## src/rtl/spim_pkg.sv

```systemverilog
package spim_pkg;
  localparam int MAXW   = 32;
  localparam int LEN_W  = $clog2(MAXW) + 1;
  localparam int EDGE_W = LEN_W + 1;
  localparam int AW     = 3;
  localparam int CFG_W  = 16;
  localparam int MAX_CODE = 12;

  localparam logic [AW-1:0] A_CFG  = 3'd0;
  localparam logic [AW-1:0] A_CTRL = 3'd1;
  localparam logic [AW-1:0] A_STAT = 3'd2;
  localparam logic [AW-1:0] A_TXD  = 3'd3;
  localparam logic [AW-1:0] A_RXD  = 3'd4;
  localparam logic [AW-1:0] A_SYS  = 3'd5;

  typedef enum logic [1:0] {
    XM_DUPLEX = 2'd0,
    XM_RXONLY = 2'd1,
    XM_TXONLY = 2'd2,
    XM_SPARE  = 2'd3
  } xmode_e;

  typedef struct packed {
    logic       force_cs;
    logic       swap;
    xmode_e     mode;
    logic [4:0] wl;
    logic       low_act;
    logic [3:0] clkd;
    logic       pol;
    logic       pha;
  } cfg_t;

  localparam cfg_t CFG_RST = cfg_t'(16'h03C0);
endpackage

```

## src/rtl/spim_clkgen.sv

```systemverilog
module spim_clkgen
  import spim_pkg::*;
#(
  parameter int MAXC = MAX_CODE
) (
  input  logic       clk,
  input  logic       rst_n,
  input  logic       run,
  input  logic [3:0] clkd,
  output logic       tick
);
  localparam int CW = (MAXC > 0) ? MAXC : 1;

  logic [CW-1:0] cnt_q, cnt_d, limit;
  logic [3:0]    eff;

  always_comb begin
    eff   = (clkd > 4'(MAXC)) ? 4'(MAXC) : clkd;
    limit = {CW{1'b1}} >> (CW - int'(eff));
    tick  = run && (cnt_q == limit);
    cnt_d = (!run || tick) ? '0 : cnt_q + 1'b1;
  end

  always_ff @(posedge clk or negedge rst_n) begin
    if (!rst_n) cnt_q <= '0;
    else        cnt_q <= cnt_d;
  end
endmodule

```

## src/rtl/spim_shifter.sv

```systemverilog
module spim_shifter
  import spim_pkg::*;
(
  input  logic             clk,
  input  logic             rst_n,
  input  logic             srst,
  input  logic             go,
  input  logic             tick,
  input  logic             pha,
  input  logic             pol,
  input  xmode_e           mode,
  input  logic [LEN_W-1:0] len,
  input  logic [MAXW-1:0]  tx_word,
  input  logic             sdi,
  output logic             busy,
  output logic             load,
  output logic             done,
  output logic [MAXW-1:0]  rx_word,
  output logic             sclk,
  output logic             sdo
);
  logic              busy_q, busy_d, lvl_q, lvl_d;
  logic [EDGE_W-1:0] ecnt_q, ecnt_d, last;
  logic [MAXW-1:0]   txsh_q, txsh_d, rxsh_q, rxsh_d;
  logic              lead, samp, shft;

  always_comb begin
    busy_d = busy_q;
    lvl_d  = lvl_q;
    ecnt_d = ecnt_q;
    txsh_d = txsh_q;
    rxsh_d = rxsh_q;
    load   = 1'b0;
    done   = 1'b0;
    last   = {len, 1'b0} - EDGE_W'(1);
    lead   = ~ecnt_q[0];
    samp   = pha ? ~lead : lead;
    shft   = pha ? (lead && (ecnt_q != '0)) : ~lead;
    if (srst) begin
      busy_d = 1'b0;
      lvl_d  = 1'b0;
      ecnt_d = '0;
      txsh_d = '0;
      rxsh_d = '0;
    end else if (!busy_q) begin
      if (go) begin
        busy_d = 1'b1;
        lvl_d  = 1'b0;
        ecnt_d = '0;
        rxsh_d = '0;
        txsh_d = (mode == XM_RXONLY) ? '0 : (tx_word << (LEN_W'(MAXW) - len));
        load   = 1'b1;
      end
    end else if (tick) begin
      lvl_d = ~lvl_q;
      if (samp) rxsh_d = {rxsh_q[MAXW-2:0], sdi};
      if (shft) txsh_d = {txsh_q[MAXW-2:0], 1'b0};
      if (ecnt_q == last) begin
        busy_d = 1'b0;
        done   = 1'b1;
      end else begin
        ecnt_d = ecnt_q + 1'b1;
      end
    end
  end

  always_ff @(posedge clk or negedge rst_n) begin
    if (!rst_n) begin
      busy_q <= 1'b0;
      lvl_q  <= 1'b0;
      ecnt_q <= '0;
      txsh_q <= '0;
      rxsh_q <= '0;
    end else begin
      busy_q <= busy_d;
      lvl_q  <= lvl_d;
      ecnt_q <= ecnt_d;
      txsh_q <= txsh_d;
      rxsh_q <= rxsh_d;
    end
  end

  assign busy    = busy_q;
  assign rx_word = rxsh_d;
  assign sclk    = pol ^ lvl_q;
  assign sdo     = txsh_q[MAXW-1];
endmodule

```

## src/rtl/spim_regs.sv

```systemverilog
module spim_regs
  import spim_pkg::*;
(
  input  logic             clk,
  input  logic             rst_n,
  input  logic             reg_wr,
  input  logic             reg_rd,
  input  logic [AW-1:0]    reg_addr,
  input  logic [MAXW-1:0]  reg_wdata,
  output logic [MAXW-1:0]  reg_rdata,
  input  logic             load,
  input  logic             done,
  input  logic [MAXW-1:0]  rx_word,
  output cfg_t             cfg,
  output logic [LEN_W-1:0] len,
  output logic [MAXW-1:0]  tx_word,
  output logic             go,
  output logic             master,
  output logic             srst,
  output logic             txs,
  output logic             rxs,
  output logic             eot,
  output logic             rdone
);
  cfg_t            cfg_q, cfg_d;
  logic            en_q, en_d, ms_q, ms_d, txs_q, txs_d, rxs_q, rxs_d;
  logic            eot_q, eot_d, arm_q, arm_d, rdn_q, rdn_d, srst_q, srst_d;
  logic [MAXW-1:0] txb_q, txb_d, rxb_q, rxb_d;
  logic            wr_sys_rst;

  assign wr_sys_rst = reg_wr && (reg_addr == A_SYS) && reg_wdata[0];

  always_comb begin
    cfg_d = cfg_q;  en_d = en_q;   ms_d = ms_q;   txb_d = txb_q;
    txs_d = txs_q;  rxb_d = rxb_q; rxs_d = rxs_q; eot_d = eot_q;
    arm_d = arm_q;  rdn_d = rdn_q; srst_d = 1'b0;
    if (load) begin
      txs_d = 1'b1;
      eot_d = 1'b0;
    end
    if (reg_rd && (reg_addr == A_RXD)) rxs_d = 1'b0;
    if (done) begin
      eot_d = 1'b1;
      if (cfg_q.mode != XM_TXONLY) begin
        rxb_d = rx_word;
        rxs_d = 1'b1;
      end
    end
    if (reg_wr) begin
      case (reg_addr)
        A_CFG:  cfg_d = cfg_t'(reg_wdata[CFG_W-1:0]);
        A_CTRL: begin
          en_d = reg_wdata[0];
          if (!reg_wdata[0]) arm_d = 1'b0;
        end
        A_TXD: begin
          txb_d = reg_wdata;
          txs_d = 1'b0;
          arm_d = 1'b1;
        end
        A_SYS:  ms_d = reg_wdata[1];
        default: ;
      endcase
    end
    if (srst_q) rdn_d = 1'b1;
    if (wr_sys_rst) begin
      cfg_d = CFG_RST; en_d = 1'b0; ms_d = 1'b0; txb_d = '0; txs_d = 1'b1;
      rxb_d = '0; rxs_d = 1'b0; eot_d = 1'b0; arm_d = 1'b0;
      rdn_d = 1'b0; srst_d = 1'b1;
    end
  end

  always_ff @(posedge clk or negedge rst_n) begin
    if (!rst_n) begin
      cfg_q <= CFG_RST; en_q <= 1'b0; ms_q <= 1'b0; txb_q <= '0; txs_q <= 1'b1;
      rxb_q <= '0; rxs_q <= 1'b0; eot_q <= 1'b0; arm_q <= 1'b0;
      rdn_q <= 1'b1; srst_q <= 1'b0;
    end else begin
      cfg_q <= cfg_d; en_q <= en_d; ms_q <= ms_d; txb_q <= txb_d; txs_q <= txs_d;
      rxb_q <= rxb_d; rxs_q <= rxs_d; eot_q <= eot_d; arm_q <= arm_d;
      rdn_q <= rdn_d; srst_q <= srst_d;
    end
  end

  always_comb begin
    reg_rdata = '0;
    case (reg_addr)
      A_CFG:  reg_rdata = MAXW'(cfg_q);
      A_CTRL: reg_rdata = MAXW'(en_q);
      A_STAT: reg_rdata = MAXW'({rdn_q, eot_q, txs_q, rxs_q});
      A_TXD:  reg_rdata = txb_q;
      A_RXD:  reg_rdata = rxb_q;
      A_SYS:  reg_rdata = MAXW'({ms_q, 1'b0});
      default: reg_rdata = '0;
    endcase
  end

  assign cfg     = cfg_q;
  assign len     = (cfg_q.wl < 5'd3) ? LEN_W'(4) : LEN_W'(cfg_q.wl) + 1'b1;
  assign tx_word = txb_q;
  assign go      = en_q && ms_q && ((cfg_q.mode == XM_RXONLY) ? arm_q : !txs_q);
  assign master  = ms_q;
  assign srst    = srst_q;
  assign txs     = txs_q;
  assign rxs     = rxs_q;
  assign eot     = eot_q;
  assign rdone   = rdn_q;
endmodule

```

## src/rtl/spim_channel.sv

```systemverilog
module spim_channel
  import spim_pkg::*;
(
  input  logic            clk,
  input  logic            rst_n,
  input  logic            reg_wr,
  input  logic            reg_rd,
  input  logic [AW-1:0]   reg_addr,
  input  logic [MAXW-1:0] reg_wdata,
  output logic [MAXW-1:0] reg_rdata,
  output logic            sclk,
  output logic            cs,
  output logic            d0_o,
  output logic            d0_oe,
  input  logic            d0_i,
  output logic            d1_o,
  output logic            d1_oe,
  input  logic            d1_i
);
  logic [1:0]       rsync_q;
  logic             rst_i_n;
  cfg_t             cfg_q;
  logic [LEN_W-1:0] len;
  logic [MAXW-1:0]  tx_word, rx_word;
  logic             go, master, srst, txs, rxs, eot, rdone;
  logic             sh_busy, load, done, tick, sdi, sdo, cs_on;

  always_ff @(posedge clk or negedge rst_n) begin
    if (!rst_n) rsync_q <= '0;
    else        rsync_q <= {rsync_q[0], 1'b1};
  end
  assign rst_i_n = rsync_q[1];

  spim_regs u_regs (
    .clk(clk), .rst_n(rst_i_n), .reg_wr(reg_wr), .reg_rd(reg_rd),
    .reg_addr(reg_addr), .reg_wdata(reg_wdata), .reg_rdata(reg_rdata),
    .load(load), .done(done), .rx_word(rx_word), .cfg(cfg_q), .len(len),
    .tx_word(tx_word), .go(go), .master(master), .srst(srst),
    .txs(txs), .rxs(rxs), .eot(eot), .rdone(rdone)
  );

  spim_clkgen #(.MAXC(MAX_CODE)) u_clk (
    .clk(clk), .rst_n(rst_i_n), .run(sh_busy && !srst), .clkd(cfg_q.clkd), .tick(tick)
  );

  spim_shifter u_shift (
    .clk(clk), .rst_n(rst_i_n), .srst(srst), .go(go), .tick(tick),
    .pha(cfg_q.pha), .pol(cfg_q.pol), .mode(cfg_q.mode), .len(len),
    .tx_word(tx_word), .sdi(sdi), .busy(sh_busy), .load(load), .done(done),
    .rx_word(rx_word), .sclk(sclk), .sdo(sdo)
  );

  assign sdi   = cfg_q.swap ? d1_i : d0_i;
  assign cs_on = master && cfg_q.force_cs;
  assign cs    = cfg_q.low_act ? ~cs_on : cs_on;
  assign d0_o  = sdo;
  assign d1_o  = sdo;
  assign d0_oe = master && cfg_q.swap;
  assign d1_oe = master && !cfg_q.swap;
endmodule

```

## config.mk

```make
export PLATFORM = sky130hd
export DESIGN_NAME = spim_channel
export DESIGN_NICKNAME = d
export VERILOG_FILES = /design/src/rtl/spim_pkg.sv /design/src/rtl/spim_clkgen.sv /design/src/rtl/spim_shifter.sv /design/src/rtl/spim_regs.sv /design/src/rtl/spim_channel.sv
export SDC_FILE = /design/constraint.sdc
export NUM_CORES = 1
export LEC_CHECK = 0
export BUFFER_PORTS_ARGS = -buffer_cell sky130_fd_sc_hd__buf_2
export CAP_MARGIN = 20
export CORE_UTILIZATION = 24
export CTS_CLUSTER_DIAMETER = 30
export DETAILED_ROUTE_END_ITERATION = 8
export PLACE_DENSITY_LB_ADDON = 0.08
export SLEW_MARGIN = 25
export SYNTH_ARGS = -nofsm -noshare
export SYNTH_HDL_FRONTEND = slang
export SYNTH_SLANG_ARGS = --single-unit
```

## constraint.sdc

```tcl
create_clock -name clk -period 8.5 [get_ports clk]
set_input_delay 1.7 -clock clk [delete_from_list [all_inputs] [get_ports clk]]
set_output_delay 1.7 -clock clk [all_outputs]
set_load 0.01 [all_outputs]
```

==> flow_summary.yaml <==
die:
  io_pins: 79
  fp.dieH_um: 209
  fp-row-count: 75
  die-area_um2: 43600
  coreArea_um2: 42100
  initial_core_util_pct: 24.4
  fp.dieW_um: 209
status:
  status: "complete, no violations"
timing:
  layout_setup_ws_ns: 3.42
  fin_crit_ns: 5.08
  finalMaxSlewViolations: 0
  maxSlewHeadroom_pct: 32.9
  finalSetupViolations: 0
  clock.fmax_mhz: 197
  hold_violations: 0
  setup_tns_ns: 0
  tightest_slew_ns: 1.00
  min_period_over_period_pct: 59.8
  skew_ns: 0.0183
  rsz0062_at_grt: "no"
drt:
  route.detailed.drc: 0
  detail-route-antenna-nets: 0
  drt_iter0_markers: 521
  via_per_inst: 4.95
  drt_first_pass_iters: 5
  vias: 8284
  routedWlPerCell_um: 20.1
  routed_wl_um: 33700
clock_network:
  cts_tree: "built"
  cts_root_buf: "clkbuf_16"
  cts_setup_buffers: 0
  insertion_delay_ns: 0.49
  h-tree-depth: 4
  cts_buffers: 17
  cts-hold-fix-buffers: 0
  clk_pin_slew_ns: 0.07
  cts_buffer_depth: 2
  cts_resized: 0
  cts_sinks: 175
synth:
  synth_fp_nets: 1140
  synthArstFlopShare_pct: 100
  syn_inst: 1093
  synth-seq-cells: 175
  yosys.cell_types.count: 76
  seq_area_frac_synth_pct: 42.7
  synth_warnings: 0
  syn_avg_cell_area_um2: 9.40
  synth_ff_type: "dfrtp_1"
  synth.cell_area_um2: 10300
  synth_edf_count: 0
pwr:
  leakage_nw: 5.08
  ir_drop_mv: 0.188
  power.total_mw: 3.25
  p_per_area_nw_per_um2: 276
finish:
  drive_gt1_share_pct: 18.1
  final_common_cell: "nand2_1"
  final_nets: 1169
  fill_cells: 4512
  syn2layout_area_growth_pct: 14.4
  final_cell_mix: "nand2_1 (177), dfrtp_1 (168), a21oi_1 (84)"
  diodes: 0
global_routing:
  antenna_found_initial: 0
  grt_overflow: 0
  grt_max_degree: 67
  grt_usage_pct: 16.1
  first_global_vias: 8400
  grt_first_pass_wirelength_um: 52500
critical_path:
  cp-start-kind: "input port"
  cp_slowest_cell: "buf_2"
  cp.required_ns: 6.80
  worstSetupEndpointType: "output pin"
  critPathBufInv: 4
  arrival_ns: 3.38
  cp_max_fo: 31
  cpPeakStageDelay_ns: 0.53
  reg2regPathDepth: 11
  worst_path_most_repeated_cell: "buf_2"
  critical_path.cell_chain: "buf_2, inv_1, and3_1, buf_4, a22o_1, buf_2"
  cp.depth: 6
  worstSetupPathType: "in -> out"
  cpLargestDelayFamily: "buffers and inverters"
placement:
  dp.final_hpwl_um: 23700
  post-place-ws_ns: 3.42
  port_buffers: 78
  gp_congestion: 0.789
job:
  cap_violations: 0
min_path:
  hold_depth: 0
  hp-class: "reg -> reg"
==> sequential cells by signal, indices dropped and copies added (netlist names), 2 cells and up <==
name and flops:
u_shift.txsh_q 32, u_clk.cnt_q 12, u_regs.cfg 16, u_shift.ecnt_q 7, u_regs.rxb_q 32, u_regs.tx_word 32, u_shift.rxsh_q 32, rsync_q 2
==> stage by stage <==
step | instance area, um^2 | util (%) | cells | hold WS [ns]
4_1_cts | 11800 | 27.9 | 1674 | 0.360
3_3_place_gp | 11100 | 26.4 | 1642 | 0.338
3_5_place_dp | 11100 | 26.4 | 1642 | 0.342
2_1_floorplan | 10300 | - | 1093 | 0.331
6_report | 11800 | 27.9 | 1674 | 0.356
5_1_grt | 11800 | 27.9 | 1674 | 0.363
==> path summary, 6_finish.rpt <==
path / from / endpoint / slack (ns)
worst max-delay path: reg_addr[2] / reg_rdata[18] / 3.42
worst min-delay path: rsync_q[0] / rsync_q[1] / 0.36
worst max register to register: u_regs.cfg[5] / u_shift.txsh_q[6] / 3.63
worst min register to register: rsync_q[0] / rsync_q[1] / 0.36
max in group asynchronous: rsync_q[1] / u_shift.txsh_q[21] / 6.72
min in group asynchronous: rsync_q[1] / u_regs.en_q / 0.37
==> cells by family (layout without fill, tap and decap cells) <==
logic type | Yosys count | count (layout) | synth area share, %
other | 1 | 1 | 0.0365
DFF | 175 | 175 | 42.7
buffers and inverters | 111 | 153 | 4.77
adders and majority gates | 6 | 6 | 0.731
xor gates and xnor gates | 32 | 32 | 3.00
AOI/OAI and AO/OA | 301 | 301 | 18.8
and+or+nand+nor | 361 | 361 | 16.0
muxes | 106 | 106 | 14.0
==> Yosys cell counts, types with 19 or more instances <==
master    number  area (um^2)
o21ai_0       65          325
xnor2_1       21          184
nand3_1       29          145
mux4_2        29          653
buf_2         19         95.1
inv_1         19         71.3
nand2_1      177          664
clkbuf_1      55          206
mux2i_1       66          661
a21oi_1       84          420
o21ai_1       21          105
dfrtp_1      169         4230
nor2_1        78          293
a22o_1        29          254
==> worst reg2reg max path: cells and delay by family, from the launching register on <==
kind	cells	cell delay, ns
AOI/OAI and AO/OA	6	2.06
adders and majority gates	1	0.34
buffers and inverters	1	0.08
DFF	1	0.61
and+or+nand+nor	3	1.70
==> area by class of cell <==
class | count | area, um^2 | share of cell area (%)
timing repair buffer | 100 | 556 | 4.73
inverter | 21 | 78.8 | 0.671
sequential | 175 | 4390 | 37.3
tap | 539 | 674 | 5.74
clock inverter | 15 | 193 | 1.64
multi-input combinational | 807 | 5440 | 46.3
clock buffer | 17 | 425 | 3.62
==> power by group <==
group          switching, mW  leakage, nW  internal (mW)
clock network          0.402        0.295          0.448
logic                  0.763         2.44          0.528
registers              0.159         2.34          0.947
==> metal layers <==
layer  part of all wire [%]  track usage [%]
met1                     49             22.5
met3                    3.0             2.75
met2                     46             24.7
met5                      0                0
met4                    1.6             5.88
Note: power is estimated with default switching activity, not from simulation.
